[config.mk]
export PLATFORM = sky130hd
export DESIGN_NAME = rx_stat_bank
export DESIGN_NICKNAME = d
export VERILOG_FILES = /design/src/rtl/rxs_pkg.sv /design/src/rtl/rxs_capture.sv /design/src/rtl/rxs_classify.sv /design/src/rtl/rxs_counter_bank.sv /design/src/rtl/rx_stat_bank.sv
export SDC_FILE = /design/constraint.sdc
export NUM_CORES = 2
export LEC_CHECK = 0
export ABC_AREA = 1
export CORE_UTILIZATION = 45
export DETAILED_ROUTE_END_ITERATION = 6
export HOLD_SLACK_MARGIN = 0.02
export SLEW_MARGIN = 20
export SYNTH_ARGS = -nofsm -noshare
export SYNTH_HDL_FRONTEND = slang
export SYNTH_SLANG_ARGS = --single-unit
[constraint.sdc]
create_clock -name clk -period 2.4 [get_ports clk]
set_input_delay 0.36 -clock clk [delete_from_list [all_inputs] [get_ports clk]]
set_output_delay 0.36 -clock clk [all_outputs]
set_load 0.1 [all_outputs]
[src/rtl/rxs_pkg.sv]
package rxs_pkg;
  localparam int LEN_W   = 16;
  localparam int MAXL_W  = 11;
  localparam int NUM_CNT = 23;
  localparam int IDX_W   = 5;

  localparam int CI_DROP     = 0;
  localparam int CI_ALL      = 1;
  localparam int CI_BCAST    = 2;
  localparam int CI_MCAST    = 3;
  localparam int CI_CRC_ALN  = 4;
  localparam int CI_SHORT_OK = 5;
  localparam int CI_LONG_OK  = 6;
  localparam int CI_SHORT_BD = 7;
  localparam int CI_LONG_BD  = 8;
  localparam int CI_HIST0    = 9;
  localparam int NUM_BINS    = 7;
  localparam int CI_OCT_ALL  = 16;
  localparam int CI_GOOD     = 17;
  localparam int CI_CRC      = 18;
  localparam int CI_ALIGN    = 19;
  localparam int CI_OVF      = 20;
  localparam int CI_PAUSE    = 21;
  localparam int CI_OCT_GOOD = 22;

  localparam int MIN_LEN = 64;

  typedef struct packed {
    logic [LEN_W-1:0]  len;
    logic              crc_ok;
    logic              align_err;
    logic              bcast;
    logic              mcast;
    logic              pause;
    logic              ovf;
    logic              drop;
    logic [MAXL_W-1:0] max_len;
  } rx_sum_t;
endpackage

[src/rtl/rxs_capture.sv]
module rxs_capture
  import rxs_pkg::*;
#(
  parameter int MAXLEN_RST = 1518
) (
  input  logic    clk,
  input  logic    rst,
  input  logic    valid_i,
  input  rx_sum_t sum_i,
  output logic    valid_q,
  output rx_sum_t sum_q
);
  always_ff @(posedge clk) begin
    if (rst) begin
      valid_q       <= 1'b0;
      sum_q         <= '0;
      sum_q.max_len <= MAXL_W'(MAXLEN_RST);
    end else begin
      valid_q <= valid_i;
      if (valid_i) sum_q <= sum_i;
    end
  end
endmodule

[src/rtl/rxs_classify.sv]
module rxs_classify
  import rxs_pkg::*;
(
  input  logic               valid_i,
  input  rx_sum_t            sum_i,
  output logic [NUM_CNT-1:0] inc_o,
  output logic [LEN_W-1:0]   add_all_o,
  output logic [LEN_W-1:0]   add_good_o
);
  logic crc_bad, any_err, is_short, is_long;
  logic [LEN_W-1:0] lim;

  always_comb begin
    lim      = LEN_W'(sum_i.max_len);
    crc_bad  = ~sum_i.crc_ok;
    any_err  = crc_bad | sum_i.align_err | sum_i.ovf;
    is_short = sum_i.len < LEN_W'(MIN_LEN);
    is_long  = sum_i.len > lim;

    inc_o      = '0;
    add_all_o  = sum_i.len;
    add_good_o = sum_i.len;

    if (valid_i) begin
      if (sum_i.drop) begin
        inc_o[CI_DROP] = 1'b1;
      end else begin
        inc_o[CI_ALL]      = 1'b1;
        inc_o[CI_OCT_ALL]  = 1'b1;
        inc_o[CI_BCAST]    = sum_i.bcast;
        inc_o[CI_MCAST]    = sum_i.mcast;
        inc_o[CI_CRC_ALN]  = crc_bad | sum_i.align_err;
        inc_o[CI_CRC]      = crc_bad;
        inc_o[CI_ALIGN]    = sum_i.align_err;
        inc_o[CI_OVF]      = sum_i.ovf;
        inc_o[CI_PAUSE]    = sum_i.pause;
        inc_o[CI_GOOD]     = ~any_err;
        inc_o[CI_OCT_GOOD] = ~any_err;
        inc_o[CI_SHORT_OK] = is_short & sum_i.crc_ok;
        inc_o[CI_SHORT_BD] = is_short & crc_bad;
        inc_o[CI_LONG_OK]  = is_long & sum_i.crc_ok;
        inc_o[CI_LONG_BD]  = is_long & crc_bad;
        // histogram: bin0 exactly MIN_LEN, bin1 up to 2*MIN_LEN-1,
        // bins 2..5 power-of-two octaves, last bin open ended
        inc_o[CI_HIST0] = sum_i.len == LEN_W'(MIN_LEN);
        inc_o[CI_HIST0+1] = (sum_i.len > LEN_W'(MIN_LEN)) &&
                            (sum_i.len < LEN_W'(2*MIN_LEN));
        for (int j = 2; j < NUM_BINS-1; j++) begin
          inc_o[CI_HIST0+j] = (sum_i.len >= LEN_W'(MIN_LEN << (j-1))) &&
                              (sum_i.len <  LEN_W'(MIN_LEN << j));
        end
        inc_o[CI_HIST0+NUM_BINS-1] =
          sum_i.len >= LEN_W'(MIN_LEN << (NUM_BINS-2));
      end
    end
  end
endmodule

[src/rtl/rxs_counter_bank.sv]
module rxs_counter_bank
  import rxs_pkg::*;
#(
  parameter int CNT_W = 32
) (
  input  logic               clk,
  input  logic               rst,
  input  logic               clr_i,
  input  logic [NUM_CNT-1:0] inc_i,
  input  logic [LEN_W-1:0]   add_all_i,
  input  logic [LEN_W-1:0]   add_good_i,
  input  logic               rd_en_i,
  input  logic [IDX_W-1:0]   rd_idx_i,
  output logic [CNT_W-1:0]   rd_data_o
);
  logic [CNT_W-1:0] cnt_val [NUM_CNT];

  for (genvar i = 0; i < NUM_CNT; i++) begin : g_cnt
    logic [CNT_W-1:0] step;
    logic [CNT_W-1:0] cnt_q;
    if (i == CI_OCT_ALL) begin : g_oa
      assign step = CNT_W'(add_all_i);
    end else if (i == CI_OCT_GOOD) begin : g_og
      assign step = CNT_W'(add_good_i);
    end else begin : g_one
      assign step = CNT_W'(1);
    end
    always_ff @(posedge clk) begin
      if (rst || clr_i)  cnt_q <= '0;
      else if (inc_i[i]) cnt_q <= cnt_q + step;
    end
    assign cnt_val[i] = cnt_q;
  end

  always_ff @(posedge clk) begin
    if (rst) begin
      rd_data_o <= '0;
    end else if (rd_en_i) begin
      if (int'(rd_idx_i) < NUM_CNT) rd_data_o <= cnt_val[rd_idx_i];
      else                          rd_data_o <= '0;
    end
  end
endmodule

[src/rtl/rx_stat_bank.sv]
module rx_stat_bank
  import rxs_pkg::*;
#(
  parameter int CNT_W      = 32,
  parameter int MAXLEN_RST = 1518
) (
  input  logic              clk,
  input  logic              rst,
  input  logic              fr_valid_i,
  input  logic [15:0]       fr_len_i,
  input  logic              fr_crc_ok_i,
  input  logic              fr_align_err_i,
  input  logic              fr_bcast_i,
  input  logic              fr_mcast_i,
  input  logic              fr_pause_i,
  input  logic              fr_ovf_i,
  input  logic              fr_drop_i,
  input  logic [10:0]       max_len_i,
  input  logic              clr_i,
  input  logic              rd_en_i,
  input  logic [4:0]        rd_idx_i,
  output logic [CNT_W-1:0]  rd_data_o
);
  rx_sum_t            sum_in, cap_sum;
  logic               cap_vld;
  logic [NUM_CNT-1:0] inc_vec;
  logic [LEN_W-1:0]   add_all, add_good;

  always_comb begin
    sum_in.len       = fr_len_i;
    sum_in.crc_ok    = fr_crc_ok_i;
    sum_in.align_err = fr_align_err_i;
    sum_in.bcast     = fr_bcast_i;
    sum_in.mcast     = fr_mcast_i;
    sum_in.pause     = fr_pause_i;
    sum_in.ovf       = fr_ovf_i;
    sum_in.drop      = fr_drop_i;
    sum_in.max_len   = max_len_i;
  end

  rxs_capture #(.MAXLEN_RST(MAXLEN_RST)) u_cap (
    .clk(clk), .rst(rst), .valid_i(fr_valid_i), .sum_i(sum_in),
    .valid_q(cap_vld), .sum_q(cap_sum)
  );

  rxs_classify u_cls (
    .valid_i(cap_vld), .sum_i(cap_sum), .inc_o(inc_vec),
    .add_all_o(add_all), .add_good_o(add_good)
  );

  rxs_counter_bank #(.CNT_W(CNT_W)) u_bank (
    .clk(clk), .rst(rst), .clr_i(clr_i), .inc_i(inc_vec),
    .add_all_i(add_all), .add_good_i(add_good),
    .rd_en_i(rd_en_i), .rd_idx_i(rd_idx_i), .rd_data_o(rd_data_o)
  );
endmodule

==> summary.md <==
| Metric | Value |
|---|---|
| Status | finished, final reports clean |
| Area grow syn2layout | 13.4% |
| Sequential fraction of the synthesis area | 30.3% |
| H-tree depth | 3 |
| IO Port Bufs | 75 |
| Multi-input logic area | 31700 µm² |
| Die ar. | 119000 µm² |
| Iter 0 DRT Violations | 6769 |
| Mapped Avg Cell Area | 5.80 µm² |
| Setup violations, final | 0 |
| TritonCTS clock tree | built |
| Dominant cell type by area after synthesis | dfxtp_1 |
| Final Instance Area | 60200 µm² |
| EDFF count, synth | 0 |
| Hold Crit Class | input pin to flip-flop |
| Slowest cell on the critical path | dfxtp_1 |
| Diode count | 0 |
| Startpoint types | flip-flop |
| Largest net degree at the start of global routing | 92 |
| Initial antenna violation count | 1 |
| Wire length per cell | 20.2 µm |
| Flip-flop and latch area | 16100 µm² |
| Synth cell count leaders | 2827 x nand2_1, 1193 x nor2_1, 1075 x inv_1, 814 x nand3_1, 803 x dfxtp_1 |
| Worst relative slew slack | 36.2% |
| Worst EP required | 3.00 ns |
| Syn Inst Count | 9146 |
| Starting Density | 45.5% |
| Std-Cell Rows | 125 |
| Comb power frac | 9.9% |
| Skew-Pair Late Insertion Delay | 0.73 ns |
| Top Ports | 76 |
| Synth area leaders | dfxtp_1 30%, nand2_1 20%, nor2_1 8.4% |
| Filler instances | 12510 |
| Psw | 0.00884 W |
| PnR Total Power | 0.0321 W |
| Via/cell ratio | 5.53 |
| Max Fclk | 443 MHz |
| Max cap viols | 0 |
| Final worst-path cycle share | 94.1% |
| Top_reg_cell synth | dfxtp_1 |
| Critical path cell sequence | inv_1, nand3_1, nand2_1, buf_4, inv_1, nand2_1, o21ai_0, a21oi_1 |
| Layout cells sized above 1 | 5.37% |
| Post-synthesis cell type count | 40 |
| Cts hold-fix bufs | 0 |
| Top-count cell post-synth | nand2_1 |
| First-pass GRT wire length | 331000 µm |
| Max IR drop VDD | 0.598 mV |
| Synth top area share | 30.3% |
| Die W | 345 µm |
| Pre-antenna DRT Iters | 6 |
| Worst-margin pin slew | 0.956 ns |
| CTS clock-pin slew for the worst setup and hold paths | 0.06 ns |
| Core box area | 117000 µm² |
| Post-DP Area | 56800 µm² |
| CP peak stage delay | 0.47 ns |
| Power per cell area | 533 nW/µm² |
| Via count | 60003 |
| Post-DRT Antenna Nets | 0 |
| Tmin final | 2.26 ns |
| Sequential power share | 42.3% |
| CTS max path bufs | 3 |
| # clock sinks | 803 |
| Vias in the first global route | 54859 |
| CP Capture Type | flip-flop |
| DRC violations left | 0 |
| Gr usage total | 35.7% |
| Register bit total from synthesis | 803 |
| Arrival @ worst endpoint | 2.86 ns |
| CP max FO | 11 |
| Syn_nets | 9256 |
| Die H | 345 µm |
| Max-slew violations | 0 |
| Leak | 22.2 nW |
| Yosys warnings | 0 |
| Setup CP Type | flip-flop to flip-flop |
| Switching share of power | 27.6% |
| DPL Wire Length | 172000 µm |
| Final GP Congestion | 1.05 |
| Final net count | 9356 |
| Power share of the clock group | 47.8% |
| Final hold violation count | 0 |
| Internal power | 0.0232 W |
| GR Overflow Total | 0 |
| Async SR Flop Fraction | 0% |
| Routed WL | 219000 µm |
| Root buf cell | clkbuf_16 |
| CTS Buf Count | 98 |
| Worst clock skew | 0.0265 ns |
| Mapped Area | 53100 µm² |
==> routing by layer <==
layer / part of all wire, % / global-route usage, % / vias up
li1: - / - / 29495
met3: 9.0 / 6.97 / 425
met5: 0 / 0 / -
met2: 42 / 53.6 / 2421
met1: 44 / 49.4 / 27662
met4: 4.7 / 15.4 / 0
==> path summary, 6_finish.rpt <==
check | start | end | slack, ns | cells after the start
hold / removal | rst | u_bank.g_cnt[8].cnt_q[1] | 0.19 | 5
setup / recovery | u_cap.sum_q[29] | u_bank.g_cnt[15].cnt_q[2] | 0.14 | 8
setup reg to reg | u_cap.sum_q[29] | u_bank.g_cnt[15].cnt_q[2] | 0.14 | 8
hold reg to reg | u_bank.g_cnt[19].cnt_q[31] | u_bank.g_cnt[19].cnt_q[31] | 0.46 | 2
==> layout make-up <==
type,count,area share [%]
clock buffers,138,4.76
clock inverters,34,0.624
inverters,1087,6.82
multi-input cells,6916,52.6
flip-flops and latches,803,26.7
well taps,1524,3.17
repair buffers,340,5.29
==> cell families after synthesis <==
kind of cell             Yosys count  synth area share, %
AO/OA/AOI/OAI                   1161                 11.4
XOR/XNOR                         212                 3.50
adder cells (fa/ha/maj)           66                 1.58
buffers and inverters           1427                 10.2
flip-flops                       803                 30.3
AND/OR/NAND/NOR                 5477                 43.0
==> layout by cell type (no fill, tap or decap), types with 33 or more instances in the layout <==
cell / synthesis / final
nand2_1: 2827 / 2822
nand3_1: 814 / 813
buf_4: 2 / 254
inv_1: 1075 / 1073
nor2_1: 1193 / 1185
o211ai_1: 33 / 33
a21oi_1: 665 / 665
nand4_1: 183 / 183
ha_1: 64 / 64
clkbuf_16: 0 / 100
o21ai_0: 396 / 395
dfxtp_1: 803 / 802
clkdlybuf4s50_1: 0 / 39
xor2_1: 189 / 189
nor3_1: 360 / 356
buf_12: 0 / 41
==> critical path, delay by kind of cell, from the launching register on <==
family | cells | cell delay (ns)
flip-flops | 1 | 0.47
AND/OR/NAND/NOR | 3 | 0.67
buffers and inverters | 3 | 0.73
AO/OA/AOI/OAI | 2 | 0.25
==> registers in the layout (all words and copies together), names as in the netlist <==
signal and flops:
u_bank.g_cnt.cnt_q 736, u_cap.sum_q 34, u_bank.rd_data_o 32, u_cap.valid_q 1
==> what timing repair did <==
item	CTS	global route
setup buffers	5	0
endpoints found under the setup margin	13	106
pin swaps	1	0
resized for setup	1	16
==> metrics by stage <==
step	hold slack, ns	setup slack [ns]	TNS, ns	utilization (%)	instances
6_report	0.193	0.142	0	51.6	10842
3_3_place_gp	0.449	-0.132	-0.775	48.8	10665
3_5_place_dp	0.454	-0.112	-0.876	48.8	10665
4_1_cts	0.143	0.0842	0	51.6	10842
2_1_floorplan	0.434	0.539	0	-	9146
5_1_grt	0.185	-0.0184	-0.0184	51.6	10842
==> power groups by stage <==
stage	combinational, W	clock [W]	sequential (W)
after detailed placement	0.00307	0	0.0138
after CTS	0.00309	0.0155	0.0136
final	0.00318	0.0153	0.0136
after floorplan	0.00156	0	0.0140
after global routing	0.00336	0.0160	0.0136
after global placement	0.00307	0	0.0138
Power figures use the tool's default switching activity.
